===== config.mk =====
export PLATFORM = sky130hd
export DESIGN_NAME = baud_tick_gen
export DESIGN_NICKNAME = d
export VERILOG_FILES = /design/src/rtl/baud_pkg.sv /design/src/rtl/baud_divreg.sv /design/src/rtl/baud_counter.sv /design/src/rtl/baud_tick_gen.sv
export SDC_FILE = /design/constraint.sdc
export NUM_CORES = 1
export LEC_CHECK = 0
export CAP_MARGIN = 10
export CELL_PAD_IN_SITES_DETAIL_PLACEMENT = 0
export CELL_PAD_IN_SITES_GLOBAL_PLACEMENT = 1
export CORE_UTILIZATION = 41
export CTS_CLUSTER_SIZE = 8
export DETAILED_ROUTE_END_ITERATION = 6
export PLACE_DENSITY = 0.81
export SLEW_MARGIN = 5
export SYNTH_ARGS = -nofsm -noshare
export SYNTH_HDL_FRONTEND = slang
export SYNTH_SLANG_ARGS = --single-unit

===== constraint.sdc =====
create_clock -name clk -period 3.6 [get_ports clk]
set_clock_uncertainty 0.15 [all_clocks]
set_input_delay 0.36 -clock clk [delete_from_list [all_inputs] [get_ports clk]]
set_output_delay 0.36 -clock clk [all_outputs]
set_load 0.02 [all_outputs]

===== src/rtl/baud_pkg.sv =====
package baud_pkg;
    localparam int unsigned BYTE_W = 8;
    typedef logic [BYTE_W-1:0] byte_t;
endpackage


===== src/rtl/baud_divreg.sv =====
module baud_divreg
    import baud_pkg::*;
#(
    parameter int unsigned NUM_BYTES = 2,
    localparam int unsigned DIV_W = NUM_BYTES * BYTE_W
) (
    input  logic                 clk,
    input  logic                 rst_n,
    input  logic [NUM_BYTES-1:0] wr_byte,
    input  byte_t                wr_data,
    output logic [DIV_W-1:0]     div_q,
    output logic [DIV_W-1:0]     div_next,
    output logic                 load
);
    logic [NUM_BYTES-1:0][BYTE_W-1:0] byte_d;
    logic [NUM_BYTES-1:0][BYTE_W-1:0] byte_q;

    for (genvar b = 0; b < NUM_BYTES; b++) begin : g_byte
        always_comb begin
            byte_d[b] = wr_byte[b] ? wr_data : byte_q[b];
        end

        always_ff @(posedge clk or negedge rst_n) begin
            if (!rst_n) byte_q[b] <= '0;
            else        byte_q[b] <= byte_d[b];
        end
    end

    // The counter is loaded from the merged next value, so the restart
    // lands on the same edge that stores the byte.
    assign div_next = byte_d;
    assign div_q    = byte_q;
    assign load     = |wr_byte;
endmodule


===== src/rtl/baud_counter.sv =====
module baud_counter #(
    parameter int unsigned DIV_W = 16
) (
    input  logic             clk,
    input  logic             rst_n,
    input  logic             load,
    input  logic [DIV_W-1:0] div_next,
    input  logic [DIV_W-1:0] div_q,
    input  logic             en,
    output logic             tick,
    output logic             bout
);
    localparam logic [DIV_W-1:0] CNT_ONE = DIV_W'(1);

    typedef struct packed {
        logic [DIV_W-1:0] cnt;
        logic             tick;
        logic             bout;
    } cnt_state_t;

    cnt_state_t st_d, st_q;

    always_comb begin
        st_d      = st_q;
        st_d.tick = 1'b0;
        if (load) begin
            st_d.cnt = div_next;
        end else if (en && (div_q != '0)) begin
            if (st_q.cnt <= CNT_ONE) begin
                st_d.cnt  = div_q;
                st_d.tick = 1'b1;
                st_d.bout = ~st_q.bout;
            end else begin
                st_d.cnt = st_q.cnt - CNT_ONE;
            end
        end
    end

    always_ff @(posedge clk or negedge rst_n) begin
        if (!rst_n) st_q <= '0;
        else        st_q <= st_d;
    end

    assign tick = st_q.tick;
    assign bout = st_q.bout;
endmodule


===== src/rtl/baud_tick_gen.sv =====
module baud_tick_gen
    import baud_pkg::*;
#(
    parameter int unsigned DIV_W = 16,
    localparam int unsigned NUM_BYTES = DIV_W / BYTE_W
) (
    input  logic                 clk,
    input  logic                 rst_n,
    input  logic [NUM_BYTES-1:0] wr_byte,
    input  logic [BYTE_W-1:0]    wr_data,
    input  logic                 baud_en,
    output logic [DIV_W-1:0]     divisor,
    output logic                 tick,
    output logic                 baud_out
);
    logic [DIV_W-1:0] div_next;
    logic             load;

    baud_divreg #(
        .NUM_BYTES(NUM_BYTES)
    ) u_divreg (
        .clk     (clk),
        .rst_n   (rst_n),
        .wr_byte (wr_byte),
        .wr_data (wr_data),
        .div_q   (divisor),
        .div_next(div_next),
        .load    (load)
    );

    baud_counter #(
        .DIV_W(DIV_W)
    ) u_counter (
        .clk     (clk),
        .rst_n   (rst_n),
        .load    (load),
        .div_next(div_next),
        .div_q   (divisor),
        .en      (baud_en),
        .tick    (tick),
        .bout    (baud_out)
    );
endmodule


# Word level (Yosys, flattened, before mapping)
# Index checks and enable logic that the tools add are counted.
[word_totals]
register_bits = 34
input_bits = 13
out_inout_bits = 18
wordCells = 21
[op_classes]
n_addsub = 1
magnitude_cmp = 1
muxes = 7
bitwise_logic = 2
n_reduce_logical = 5
[ops]
columns = ["cell", "count"]
rows = [
  ["16-bit two-way mux", 2],
  ["18-bit two-way mux", 1],
  ["16-bit by 1-bit <= comparator with 1-bit output, second input constant", 1],
  ["8-bit two-way mux", 2],
  ["16-bit nonzero test", 1],
  ["16-bit by 1-bit subtractor with 16-bit output, second input constant", 1],
  ["2-bit two-way mux", 2],
  ["3-bit AND reduction", 1],
  ["1-bit NOT", 2],
  ["2-bit nonzero test", 1],
  ["2-bit OR reduction", 1],
  ["1-bit logical AND", 1],
]

# Longest topological paths before layout
[logic_depth]
word_depth = 4
mapped_depth = 8
ltp_nobuf = 7

# Cells and area by module
# A second synthesis with hierarchy kept.
[unflattened]
hier_cells = 167
hier_area_um2 = 1959.4
[by_module_without_submodules]
columns = ["mod", "n_inst", "cells_per_inst", "area_per_inst_um2", "seq_area_each_um2"]
rows = [
  ["baud_counter", 1, 132, 1290.0, 450.4],
  ["baud_divreg", 1, 35, 669.4, 400.4],
]

# Worst setup path before layout
# OpenSTA, ideal clock, no wires.
[synth_path]
path_type = "reg-to-reg"
start = "register u_counter.st_q[13] in the netlist's numbering"
end = "register u_counter.st_q[6] in the netlist's numbering"
setup_ps = 150
arrival_ps = 2287
required_ps = 3300
setup_slack_ps = 1014
path_stages_with_launch = 9
period_less_slack_ps = 2586
cell_sequence = "dfrtp_1 or4_4 or4_4 buf_6 or3_1 buf_6 buf_12 nor2_1 o311ai_0"
[synth_via]
elab_chain_len = 4
[synth_lines]
columns = ["item", "line", "rtl"]
rows = [
  ["start, declared", "baud_counter.sv:21", "cnt_state_t st_d, st_q;"],
  ["start signal, assigned", "baud_counter.sv:41", "else st_q <= st_d;"],
  ["16-bit by 1-bit <= comparator with 1-bit output", "baud_counter.sv:29", "if (st_q.cnt <= CNT_ONE) begin"],
  ["16-bit two-way mux", "baud_counter.sv:29", ""],
  ["18-bit two-way mux", "baud_counter.sv:28", "end else if (en && (div_q != '0)) begin"],
  ["16-bit two-way mux", "baud_counter.sv:26", "if (load) begin"],
]
# No other way between the ends. The select of a mux whose other input is x is not followed.
# A chain may end at the register's enable or synchronous reset.

# Final worst setup path
[layout_path]
start = "register u_counter.st_q[13] in the netlist's numbering"
end = "register u_counter.st_q[3] in the netlist's numbering"
# The elaborated chain is that of the path after synthesis.

==> qor.yml <==
outcome: "complete, no violations"
setup_tns_ns: 0
tritoncts_clock_tree: "done"
grt_setup_unrepaired: "no"
critPathKind: "flop to flop"
num-nets-final: 229
grt.overflow.total: 0
clkSlewWorstSetupHoldPaths_ns: 0.07
synth_largest_area_cell: "sky130_fd_sc_hd__dfrtp_1"
register_area_um2: 850.8
die_h_um: 70.40
first_global_vias: 1569
synth_area_per_cell_um2: 10.54
core_area_um2: 4414
port_buffers: 30
most_repeated_cell_in_the_gate_level_netlist_after_synthesis: "sky130_fd_sc_hd__dfrtp_1"
cp_data_arrival_time_ns: 3.02
vias_per_cell: 5.703
drt_iter0_drc: 96
routedWlPerCell_um: 17.65
initial_utilization_pct: 43.45
static_leakage_power_nw: 0.9550
detail_route.wirelength_um: 4694
setup_viol: 0
final_area_um2: 2331
first_pass_grt_wire_length_um: 7845
dr.pass1.iters: 4
worst_max_slew_margin_expressed_relative_to_the_limit_pct: 43.47
largest_net_degree_at_the_start_of_global_routing: 35
flow.area_growth_from_synthesis_pct: 21.53
worst_slew_pin_slew_ns: 0.8480
setup.worst_path.start_class: "flop"
vdd_ir_drop_max_mv: 0.1824
antenna_cells: 0
yosys_register_bits: 34
required_ns: 3.63
gr-usage-all-layers_pct: 21.00
drt.antenna.violating_nets: 0
ys_async_sr_fraction_pct: 100.0
place.detailed.instances: 259
max_buffers_root_to_sink: 2
hold_buf_count_cts: 0
yosys_warnings: 0
setup.worst_path.end_class: "flop"
worstHoldPathType: "input port to async pin"
multiInputGateArea_um2: 985.9
powerDensity_nw_per_um2: 416.3
antenna_found_initial: 0
post_synth_main_area_contributors: "sky130_fd_sc_hd__dfrtp_1 (44%), sky130_fd_sc_hd__mux2_2 (9.4%), sky130_fd_sc_hd__nand2_1 (3.3%), sky130_fd_sc_hd__mux2i_1 (3.1%), sky130_fd_sc_hd__nor2_1 (3.1%)"
count_of_cell_types_in_the_netlist: 42
die_area_um2: 4955
syn-instance-count: 182
rows: 24
final_cell_count_no_fill: 266
period_minus_slack_ns: 2.989
htree_levels: 2
drive_above_1_share_pct: 17.29
synthesized_netlist_net_count: 197
pin_count: 31
clock_latency_ns: 0.29
synth_sequential_area_ratio_pct: 44.36
netlist_area_um2: 1918
dieWidth_um: 70.40
placed_cell_area_um2: 2255
min_period_over_period_pct: 83.04
synth_enable_flop_cells: 0
gp_congestion: 0.8991
numCtsBuffers: 5
synth.top_cells.by_count: "sky130_fd_sc_hd__dfrtp_1 (34), sky130_fd_sc_hd__nand2_1 (17), sky130_fd_sc_hd__mux2_2 (16), sky130_fd_sc_hd__nor2_1 (16), sky130_fd_sc_hd__nor4_1 (9)"
achievable-frequency_mhz: 334.5
critPathMaxFanout: 17
timing_max_transition_violations_final: 0
route.vias.total: 1517
cts_repair_resizes: 0
synthDominantCellAreaShare_pct: 44.36
finalHoldViolations: 0
final.fill_count: 404
max_cap_violations: 0
cts_root_buf: "sky130_fd_sc_hd__clkbuf_8"
most_instantiated_flip_flop_cell_in_the_synthesis_netlist: "sky130_fd_sc_hd__dfrtp_1"
detail_route.drc_violations: 0
hpwl_um: 3290
postCtsSetupRepairBufs: 0
clock_sinks: 34
-- layer usage --
metal,up-vias,track usage (%),routed length (um),share of wire [%]
met3,12,5.339,313,6.7
li1,744,-,-,-
met2,56,30.90,2057,44
met1,705,28.73,2187,47
met4,0,10.00,136,2.9
met5,-,0,0,0
-- path summary, 6_finish.rpt --
check                                            endpoint                            from  slack (ns)  cells past startpoint
setup / recovery            u_counter.st_q[3]$_DFFE_PN0P_  u_counter.st_q[13]$_DFFE_PN0P_        0.61                      5
hold reg to reg                u_counter.bout$_DFFE_PN0P_      u_counter.bout$_DFFE_PN0P_        0.36                      1
hold / removal                u_divreg.div_q[2]$_DFF_PN0_                           rst_n        0.33                      2
max in group asynchronous  u_counter.st_q[11]$_DFFE_PN0P_                           rst_n        2.66                      2
setup reg to reg            u_counter.st_q[3]$_DFFE_PN0P_  u_counter.st_q[13]$_DFFE_PN0P_        0.61                      5
min in group clk               u_counter.bout$_DFFE_PN0P_      u_counter.bout$_DFFE_PN0P_        0.36                      1
-- worst max-delay path, cell delays in order, from the launching register on --
cell and delay [ns]:
sky130_fd_sc_hd__dfrtp_1 0.41, sky130_fd_sc_hd__or4_4 0.55, sky130_fd_sc_hd__or4_4 0.49, sky130_fd_sc_hd__or3_1 0.73
sky130_fd_sc_hd__and2_1 0.33, sky130_fd_sc_hd__o311ai_2 0.22
-- per-stage QoR --
stage	util (%)	worst slack [ns]	total power, mW	hold slack, ns
after CTS	52.81	0.6127	0.9795	0.3388
after floorplan	-	1.014	0.6127	-0.08559
after global placement	51.08	0.6973	0.7064	0.3444
after global routing	52.81	0.5047	1.029	0.3660
after detailed placement	51.08	0.6231	0.7131	0.3479
final	52.81	0.6105	0.9705	0.3279
-- layout make-up --
type | instances | share of cell area (%)
inverter | 2 | 0.3221
multi-input combinational | 135 | 42.30
tap | 52 | 2.791
timing repair buffer | 36 | 14.81
sequential | 34 | 36.50
clock buffer | 7 | 3.274
-- state kept, by name, summed over array words and instances (netlist names) --
name / count
u_counter.tick: 1
u_counter.bout: 1
u_counter.st_q: 16
u_divreg.div_q: 16
-- layout by cell type, fill, tap and decap left out, types with 2 or more instances in the layout --
master	instances
sky130_fd_sc_hd__nor4_1	9
sky130_fd_sc_hd__o211ai_1	2
sky130_fd_sc_hd__a221o_1	2
sky130_fd_sc_hd__a21oi_1	3
sky130_fd_sc_hd__xnor2_1	6
sky130_fd_sc_hd__nand3_1	2
sky130_fd_sc_hd__nor3_1	6
sky130_fd_sc_hd__o21ai_1	3
sky130_fd_sc_hd__nand2_1	17
sky130_fd_sc_hd__mux2i_1	6
sky130_fd_sc_hd__dfrtp_1	34
sky130_fd_sc_hd__o311ai_2	2
sky130_fd_sc_hd__or3_1	2
sky130_fd_sc_hd__ha_1	2
sky130_fd_sc_hd__buf_4	6
sky130_fd_sc_hd__o21ai_0	4
sky130_fd_sc_hd__o31ai_1	2
sky130_fd_sc_hd__inv_1	2
sky130_fd_sc_hd__a22oi_1	7
sky130_fd_sc_hd__o311ai_0	4
sky130_fd_sc_hd__or4_1	2
sky130_fd_sc_hd__clkbuf_1	2
sky130_fd_sc_hd__clkdlybuf4s50_1	30
sky130_fd_sc_hd__mux2_2	16
sky130_fd_sc_hd__nor2_1	16
sky130_fd_sc_hd__or2_2	2
sky130_fd_sc_hd__or4_4	2
sky130_fd_sc_hd__nand4_1	2
sky130_fd_sc_hd__clkbuf_8	5
sky130_fd_sc_hd__xor2_1	4
-- where the power goes --
part	switching [mW]	internal, mW	total [mW]
clock	0.130	0.133	0.263
combinational	0.113	0.114	0.227
sequential	0.0560	0.425	0.480
total	0.299	0.671	0.970
-- cells by family after synthesis --
family,share of synthesized area [%]
AO/OA/AOI/OAI,13.18
XOR/XNOR,5.414
adder cells (fa/ha/maj),1.304
buffers and inverters,4.240
flip-flops,44.36
multiplexers,12.52
AND/OR/NAND/NOR,18.98
Note: power is estimated with default switching activity, not from simulation.
